`src/rtl/pl_ctrl_pkg.sv`:
```
package pl_ctrl_pkg;

  typedef enum logic [2:0] {
    ST_FI = 3'd0,
    ST_DI = 3'd1,
    ST_OC = 3'd2,
    ST_OF = 3'd3,
    ST_EX = 3'd4,
    ST_WR = 3'd5
  } stage_e;

  localparam int NUM_ST = 6;
  localparam int IDX_OF = int'(ST_OF);
  localparam int IDX_EX = int'(ST_EX);
  localparam int IDX_WR = int'(ST_WR);

endpackage

```
`src/rtl/pl_stage_pipe.sv`:
```
module pl_stage_pipe
  import pl_ctrl_pkg::*;
#(
  parameter int TAG_W  = 4,
  parameter int ADDR_W = 16
) (
  input  logic              clk,
  input  logic              rst_n,
  input  logic              accept,
  input  logic              hold,
  input  logic              kill,
  input  logic [ADDR_W-1:0] d_pc,
  input  logic [TAG_W-1:0]  d_dst,
  input  logic              d_dst_en,
  input  logic [TAG_W-1:0]  d_src,
  input  logic              d_src_en,
  input  logic              d_is_br,
  input  logic              d_taken,
  input  logic [ADDR_W-1:0] d_target,
  output logic [NUM_ST-1:0] v_o,
  output logic              of_src_en,
  output logic [TAG_W-1:0]  of_src,
  output logic              ex_dst_en,
  output logic [TAG_W-1:0]  ex_dst,
  output logic              ex_is_br,
  output logic              ex_taken,
  output logic [ADDR_W-1:0] ex_target,
  output logic [ADDR_W-1:0] wr_pc_o
);

  typedef struct packed {
    logic [ADDR_W-1:0] pc;
    logic [TAG_W-1:0]  dst;
    logic              dst_en;
    logic [TAG_W-1:0]  src;
    logic              src_en;
    logic              is_br;
    logic              taken;
    logic [ADDR_W-1:0] target;
  } desc_t;

  desc_t stg_d [NUM_ST];
  logic  stg_v [NUM_ST];
  desc_t in_d;

  always_comb begin
    in_d.pc     = d_pc;
    in_d.dst    = d_dst;
    in_d.dst_en = d_dst_en;
    in_d.src    = d_src;
    in_d.src_en = d_src_en;
    in_d.is_br  = d_is_br;
    in_d.taken  = d_taken;
    in_d.target = d_target;
  end

  for (genvar k = 0; k < NUM_ST; k++) begin : g_stg
    desc_t nxt_d;
    logic  nxt_v;

    if (k == 0) begin : g_head
      always_comb begin
        nxt_d = stg_d[k];
        nxt_v = stg_v[k];
        if (kill) begin
          nxt_v = 1'b0;
        end else if (!hold) begin
          nxt_v = accept;
          nxt_d = in_d;
        end
      end
    end else if (k < IDX_EX) begin : g_front
      always_comb begin
        nxt_d = stg_d[k];
        nxt_v = stg_v[k];
        if (kill) begin
          nxt_v = 1'b0;
        end else if (!hold) begin
          nxt_v = stg_v[k-1];
          nxt_d = stg_d[k-1];
        end
      end
    end else if (k == IDX_EX) begin : g_exec
      always_comb begin
        nxt_d = stg_d[k-1];
        nxt_v = stg_v[k-1] && !kill && !hold;
      end
    end else begin : g_tail
      always_comb begin
        nxt_d = stg_d[k-1];
        nxt_v = stg_v[k-1];
      end
    end

    always_ff @(posedge clk or negedge rst_n) begin
      if (!rst_n) begin
        stg_v[k] <= 1'b0;
        stg_d[k] <= '0;
      end else begin
        stg_v[k] <= nxt_v;
        stg_d[k] <= nxt_d;
      end
    end

    assign v_o[k] = stg_v[k];
  end

  assign of_src_en = stg_d[IDX_OF].src_en;
  assign of_src    = stg_d[IDX_OF].src;
  assign ex_dst_en = stg_d[IDX_EX].dst_en;
  assign ex_dst    = stg_d[IDX_EX].dst;
  assign ex_is_br  = stg_d[IDX_EX].is_br;
  assign ex_taken  = stg_d[IDX_EX].taken;
  assign ex_target = stg_d[IDX_EX].target;
  assign wr_pc_o   = stg_d[IDX_WR].pc;

endmodule

```
`src/rtl/pl_hazard_unit.sv`:
```
module pl_hazard_unit #(
  parameter int TAG_W  = 4,
  parameter int ADDR_W = 16
) (
  input  logic              of_v,
  input  logic              of_src_en,
  input  logic [TAG_W-1:0]  of_src,
  input  logic              ex_v,
  input  logic              ex_dst_en,
  input  logic [TAG_W-1:0]  ex_dst,
  input  logic              ex_is_br,
  input  logic              ex_taken,
  input  logic [ADDR_W-1:0] ex_target,
  output logic              stall_o,
  output logic              flush_o,
  output logic [ADDR_W-1:0] redirect_o
);

  logic raw_hit;
  logic br_hit;

  // The write stage is not compared: its result is visible to the same-cycle read.
  assign raw_hit    = of_v && of_src_en && ex_v && ex_dst_en && (of_src == ex_dst);
  assign br_hit     = ex_v && ex_is_br && ex_taken;
  assign flush_o    = br_hit;
  assign stall_o    = raw_hit && !br_hit;
  assign redirect_o = ex_target;

endmodule

```
`src/rtl/pl_perf_ctr.sv`:
```
module pl_perf_ctr #(
  parameter int CNT_W = 16
) (
  input  logic             clk,
  input  logic             rst_n,
  input  logic             retire_evt,
  output logic [CNT_W-1:0] cyc_o,
  output logic [CNT_W-1:0] ret_o
);

  always_ff @(posedge clk or negedge rst_n) begin
    if (!rst_n) begin
      cyc_o <= '0;
      ret_o <= '0;
    end else begin
      cyc_o <= cyc_o + 1'b1;
      if (retire_evt) ret_o <= ret_o + 1'b1;
    end
  end

endmodule

```
`src/rtl/pl_hazard_ctrl.sv`:
```
module pl_hazard_ctrl
  import pl_ctrl_pkg::*;
#(
  parameter int TAG_W  = 4,
  parameter int ADDR_W = 16,
  parameter int CNT_W  = 16
) (
  input  logic              clk,
  input  logic              rst_n,
  input  logic              in_valid,
  output logic              in_ready,
  input  logic [ADDR_W-1:0] in_pc,
  input  logic [TAG_W-1:0]  in_dst,
  input  logic              in_dst_en,
  input  logic [TAG_W-1:0]  in_src,
  input  logic              in_src_en,
  input  logic              in_is_br,
  input  logic              in_br_taken,
  input  logic [ADDR_W-1:0] in_br_target,
  output logic [5:0]        stage_valid,
  output logic              stall,
  output logic              flush,
  output logic [ADDR_W-1:0] redirect_pc,
  output logic [ADDR_W-1:0] wr_pc,
  output logic [CNT_W-1:0]  cycle_cnt,
  output logic [CNT_W-1:0]  retired_cnt
);

  logic [NUM_ST-1:0] v_all;
  logic              of_src_en, ex_dst_en, ex_is_br, ex_taken;
  logic [TAG_W-1:0]  of_src, ex_dst;
  logic [ADDR_W-1:0] ex_target;
  logic              accept;

  assign in_ready    = !stall && !flush;
  assign accept      = in_valid && in_ready;
  assign stage_valid = v_all;

  pl_stage_pipe #(.TAG_W(TAG_W), .ADDR_W(ADDR_W)) u_pipe (
    .clk(clk), .rst_n(rst_n), .accept(accept), .hold(stall), .kill(flush),
    .d_pc(in_pc), .d_dst(in_dst), .d_dst_en(in_dst_en), .d_src(in_src),
    .d_src_en(in_src_en), .d_is_br(in_is_br), .d_taken(in_br_taken),
    .d_target(in_br_target), .v_o(v_all), .of_src_en(of_src_en), .of_src(of_src),
    .ex_dst_en(ex_dst_en), .ex_dst(ex_dst), .ex_is_br(ex_is_br), .ex_taken(ex_taken),
    .ex_target(ex_target), .wr_pc_o(wr_pc)
  );

  pl_hazard_unit #(.TAG_W(TAG_W), .ADDR_W(ADDR_W)) u_haz (
    .of_v(v_all[IDX_OF]), .of_src_en(of_src_en), .of_src(of_src),
    .ex_v(v_all[IDX_EX]), .ex_dst_en(ex_dst_en), .ex_dst(ex_dst),
    .ex_is_br(ex_is_br), .ex_taken(ex_taken), .ex_target(ex_target),
    .stall_o(stall), .flush_o(flush), .redirect_o(redirect_pc)
  );

  pl_perf_ctr #(.CNT_W(CNT_W)) u_ctr (
    .clk(clk), .rst_n(rst_n), .retire_evt(v_all[IDX_EX]),
    .cyc_o(cycle_cnt), .ret_o(retired_cnt)
  );

endmodule

```
`config.mk`:
```
export PLATFORM = sky130hd
export DESIGN_NAME = pl_hazard_ctrl
export DESIGN_NICKNAME = d
export VERILOG_FILES = /design/src/rtl/pl_ctrl_pkg.sv /design/src/rtl/pl_stage_pipe.sv /design/src/rtl/pl_hazard_unit.sv /design/src/rtl/pl_perf_ctr.sv /design/src/rtl/pl_hazard_ctrl.sv
export SDC_FILE = /design/constraint.sdc
export NUM_CORES = 1
export LEC_CHECK = 0
export CAP_MARGIN = 20
export CORE_MARGIN = 1
export CORE_UTILIZATION = 30
export DETAILED_ROUTE_END_ITERATION = 8
export GPL_TIMING_DRIVEN = 0
export HOLD_SLACK_MARGIN = 0.03
export REMOVE_ABC_BUFFERS = 1
export SYNTH_ARGS = -nofsm -noshare
export SYNTH_HDL_FRONTEND = slang
export SYNTH_SLANG_ARGS = --single-unit
```
`constraint.sdc`:
```
create_clock -name clk -period 2.4 [get_ports clk]
set_input_delay 0.48 -clock clk [delete_from_list [all_inputs] [get_ports clk]]
set_output_delay 0.48 -clock clk [all_outputs]
set_load 0.01 [all_outputs]
```
==> flow_metrics.tcl <==
set metrics [dict create \
    critPathLaunchType "flip-flop" \
    cts_buffer_depth 3 \
    wirelength_um 15800 \
    arrival_ns 1.82 \
    ys_ff_latch 269 \
    grt-ovfl-total 0 \
    wire_per_inst_um 13.5 \
    intPower_mw 11.2 \
    setup_viol 0 \
    cts-root-buf "clkbuf_16" \
    rsz0062_at_grt "true" \
    yosys_most_used_dff "dfrtp_1" \
    power_mw 15.1 \
    synth.yosys.seq_area_share 0.689 \
    cts_tree "done" \
    start_util 0.307 \
    cap_violations 0 \
    rows 65 \
    nNetsFinal 763 \
    drt_iter0_markers 143 \
    cts_buffers 30 \
    timing.hold.ws_ns 0.340 \
    vias 4874 \
    ys_async_sr_fraction 1.00 \
    io_buffers 119 \
    crit_fanout 3 \
    drv_slew 0 \
    clock_skew_ns 0.0104 \
    hold_path.class "reg2reg" \
    antenna_found_initial 1 \
    hpwl_um 9510 \
    swShare 0.257 \
    path_class "reg2out" \
    power_frac_comb 0.236 \
    synth_edf_count 0 \
    synth_cell_type_count 24 \
    cts_sinks 269 \
    core_area_mm2 0.0318 \
    avgSynthCellArea_um2 16.3 \
    layout-drive-gt1-share 0.189 \
    end_kind "output pin" \
    antenna_left 0 \
    synthToLayoutAreaGrowth_pct 28.1 \
    relSlewSlack 0.600 \
    vias_per_cell 4.18 \
    syn_inst 598 \
    grt_usage 0.0991 \
    max_freq_ghz 0.434 \
    fp.dieH_um 182 \
    worstMarginPinSlew_ns 0.595 \
    period_minus_slack_ns 2.30 \
    die-area_mm2 0.0333 \
    hold_viol 0 \
    netlist_area_mm2 0.00977 \
    cts.clk_slew.worst_paths_ns 0.06 \
    power.share.clock 0.293 \
    p_sw_mw 3.87 \
    vdd_drop_max_v 0.000634 \
    required_ns 1.92 \
    ios 120 \
    timing.final.crit_share 0.960 \
    p_leak_nw 5.39 \
    fp.dieW_um 182 \
    htreeDepth 1 \
    grt_pass1_wl_um 26800 \
    drc 0 \
    seq_power_share 0.471 \
    grt_pass1_vias 5092 \
    p_per_area_mw_per_mm2 1200 \
    dr.pass1.iters 5 \
    yosys_warnings 0 \
    status "completed" \
    grt_max_degree 109 \
    clk_latency_ns 0.54 \
    globalplace.congestion 0.691 \
]
-- power by group through the flow --
stage                     logic [mW]  clock network [mW]  registers, mW
final                           3.55                4.41           7.09
after global routing            3.85                4.81           7.35
after CTS                       3.58                4.62           7.13
after detailed placement        3.32                   0           7.20
after global placement          2.80                   0           6.91
after floorplan                 1.83                   0           7.13
-- metal layers --
metal	vias to the layer above	GRT usage	part of all wire
met5	-	0	0
met4	0	0.0319	0.025
met2	118	0.145	0.43
li1	2265	-	-
met3	34	0.0307	0.064
met1	2457	0.138	0.48
-- per-stage QoR --
stage	instance area, um2	TNS [ns]	utilization	worst slack [ns]	std cells
CTS	12500	0	0.392	0.00267	1164
finish	12500	0	0.394	0.0964	1167
detailed placement	11400	-2.48	0.358	-0.292	1108
global placement	11100	-4122.03	0.349	-10.88	1098
global route	12500	-0.0195	0.394	-0.0195	1165
floorplan	9370	-742.43	-	-4.33	544
-- cell families after synthesis --
family / Yosys count / share of synthesized area
xor gates and xnor gates: 33 / 0.0296
DFF: 269 / 0.689
AOI/OAI and AO/OA: 2 / 0.00166
buffers and inverters: 56 / 0.0417
adders and majority gates: 2 / 0.00256
and+or+nand+nor: 56 / 0.0287
muxes: 180 / 0.207
-- layout make-up --
type / count / area (um2)
fill: 2945 / 19300
sequential: 269 / 6730
inverter: 2 / 7.51
multi-input combinational: 273 / 2680
tap: 435 / 544
clock buffer: 42 / 867
antenna: 2 / 5.00
timing repair buffer: 138 / 1600
clock inverter: 6 / 86.3
-- cells in the mapped netlist (4+ instances only) --
| master | n | area [um2] |
|---|---|---|
| nand3_1 | 9 | 45.0 |
| xor2_1 | 17 | 149 |
| xnor2_1 | 16 | 140 |
| nor2_1 | 8 | 30.0 |
| nand4_1 | 5 | 31.3 |
| mux2_2 | 66 | 743 |
| mux2_1 | 111 | 1250 |
| dfrtp_1 | 269 | 6730 |
| nand2_1 | 19 | 71.3 |
| buf_4 | 47 | 353 |
| and3_1 | 4 | 25.0 |
| buf_2 | 5 | 25.0 |
-- path summary, 6_finish.rpt --
check / end / slack [ns] / depth (start not counted) / startpoint
setup / recovery: stall / 0.1 / 6 / u_pipe.ex_dst[3]
hold / removal: u_pipe.wr_pc_o[15] / 0.34 / 0 / u_pipe.g_stg[5].nxt_d[43]
setup reg to reg: u_pipe.g_stg[4].nxt_d[0] / 0.12 / 9 / u_pipe.of_src[0]
hold reg to reg: u_pipe.wr_pc_o[15] / 0.34 / 0 / u_pipe.g_stg[5].nxt_d[43]
max in group asynchronous: u_pipe.stg_d[158] / 1.02 / 3 / rst_n
min in group asynchronous: u_ctr.cyc_o[5] / 0.48 / 2 / rst_n
-- state kept, by name, summed over array words and instances (netlist names), 5 cells and up --
register / count
u_ctr.cyc_o: 16
u_ctr.ret_o: 16
u_pipe.ex_target: 16
u_pipe.g_stg.nxt_d: 55
u_pipe.stg_d: 132
u_pipe.v_o: 5
u_pipe.wr_pc_o: 16
-- layout by cell type, fill, tap and decap left out, types with 3 or more instances in the layout --
master / netlist / layout
dfrtp_1: 269 / 268
clkdlybuf4s50_1: 0 / 116
mux2_1: 111 / 111
mux2_2: 66 / 66
clkbuf_16: 0 / 32
nand2_1: 19 / 18
xnor2_1: 16 / 16
xor2_1: 17 / 14
nand3_1: 9 / 9
buf_16: 0 / 8
nor2_1: 8 / 7
clkbuf_1: 0 / 6
nand4_1: 5 / 5
clkbuf_8: 0 / 5
and3_1: 4 / 4
buf_4: 47 / 4
nor3_1: 3 / 3
xor2_2: 0 / 3
mux2i_1: 3 / 3
bufbuf_16: 0 / 3
-- critical path: stages, from the launching register on --
cell and delay [ns]:
dfrtp_1 0.39, xor2_2 0.19, nor3_4 0.27, buf_6 0.15, nand2_4 0.05, nor2_1 0.08
buf_2 0.14
-- timing repair --
action	4_1_cts	5_1_grt
hold endpoints to repair	57	0
resized for setup	17	2
buffers inserted	6	0
pin swaps	3	1
hold buffers	1	0
setup endpoints to repair	25	47
gates cloned	3	1
Power figures use the tool's default switching activity.
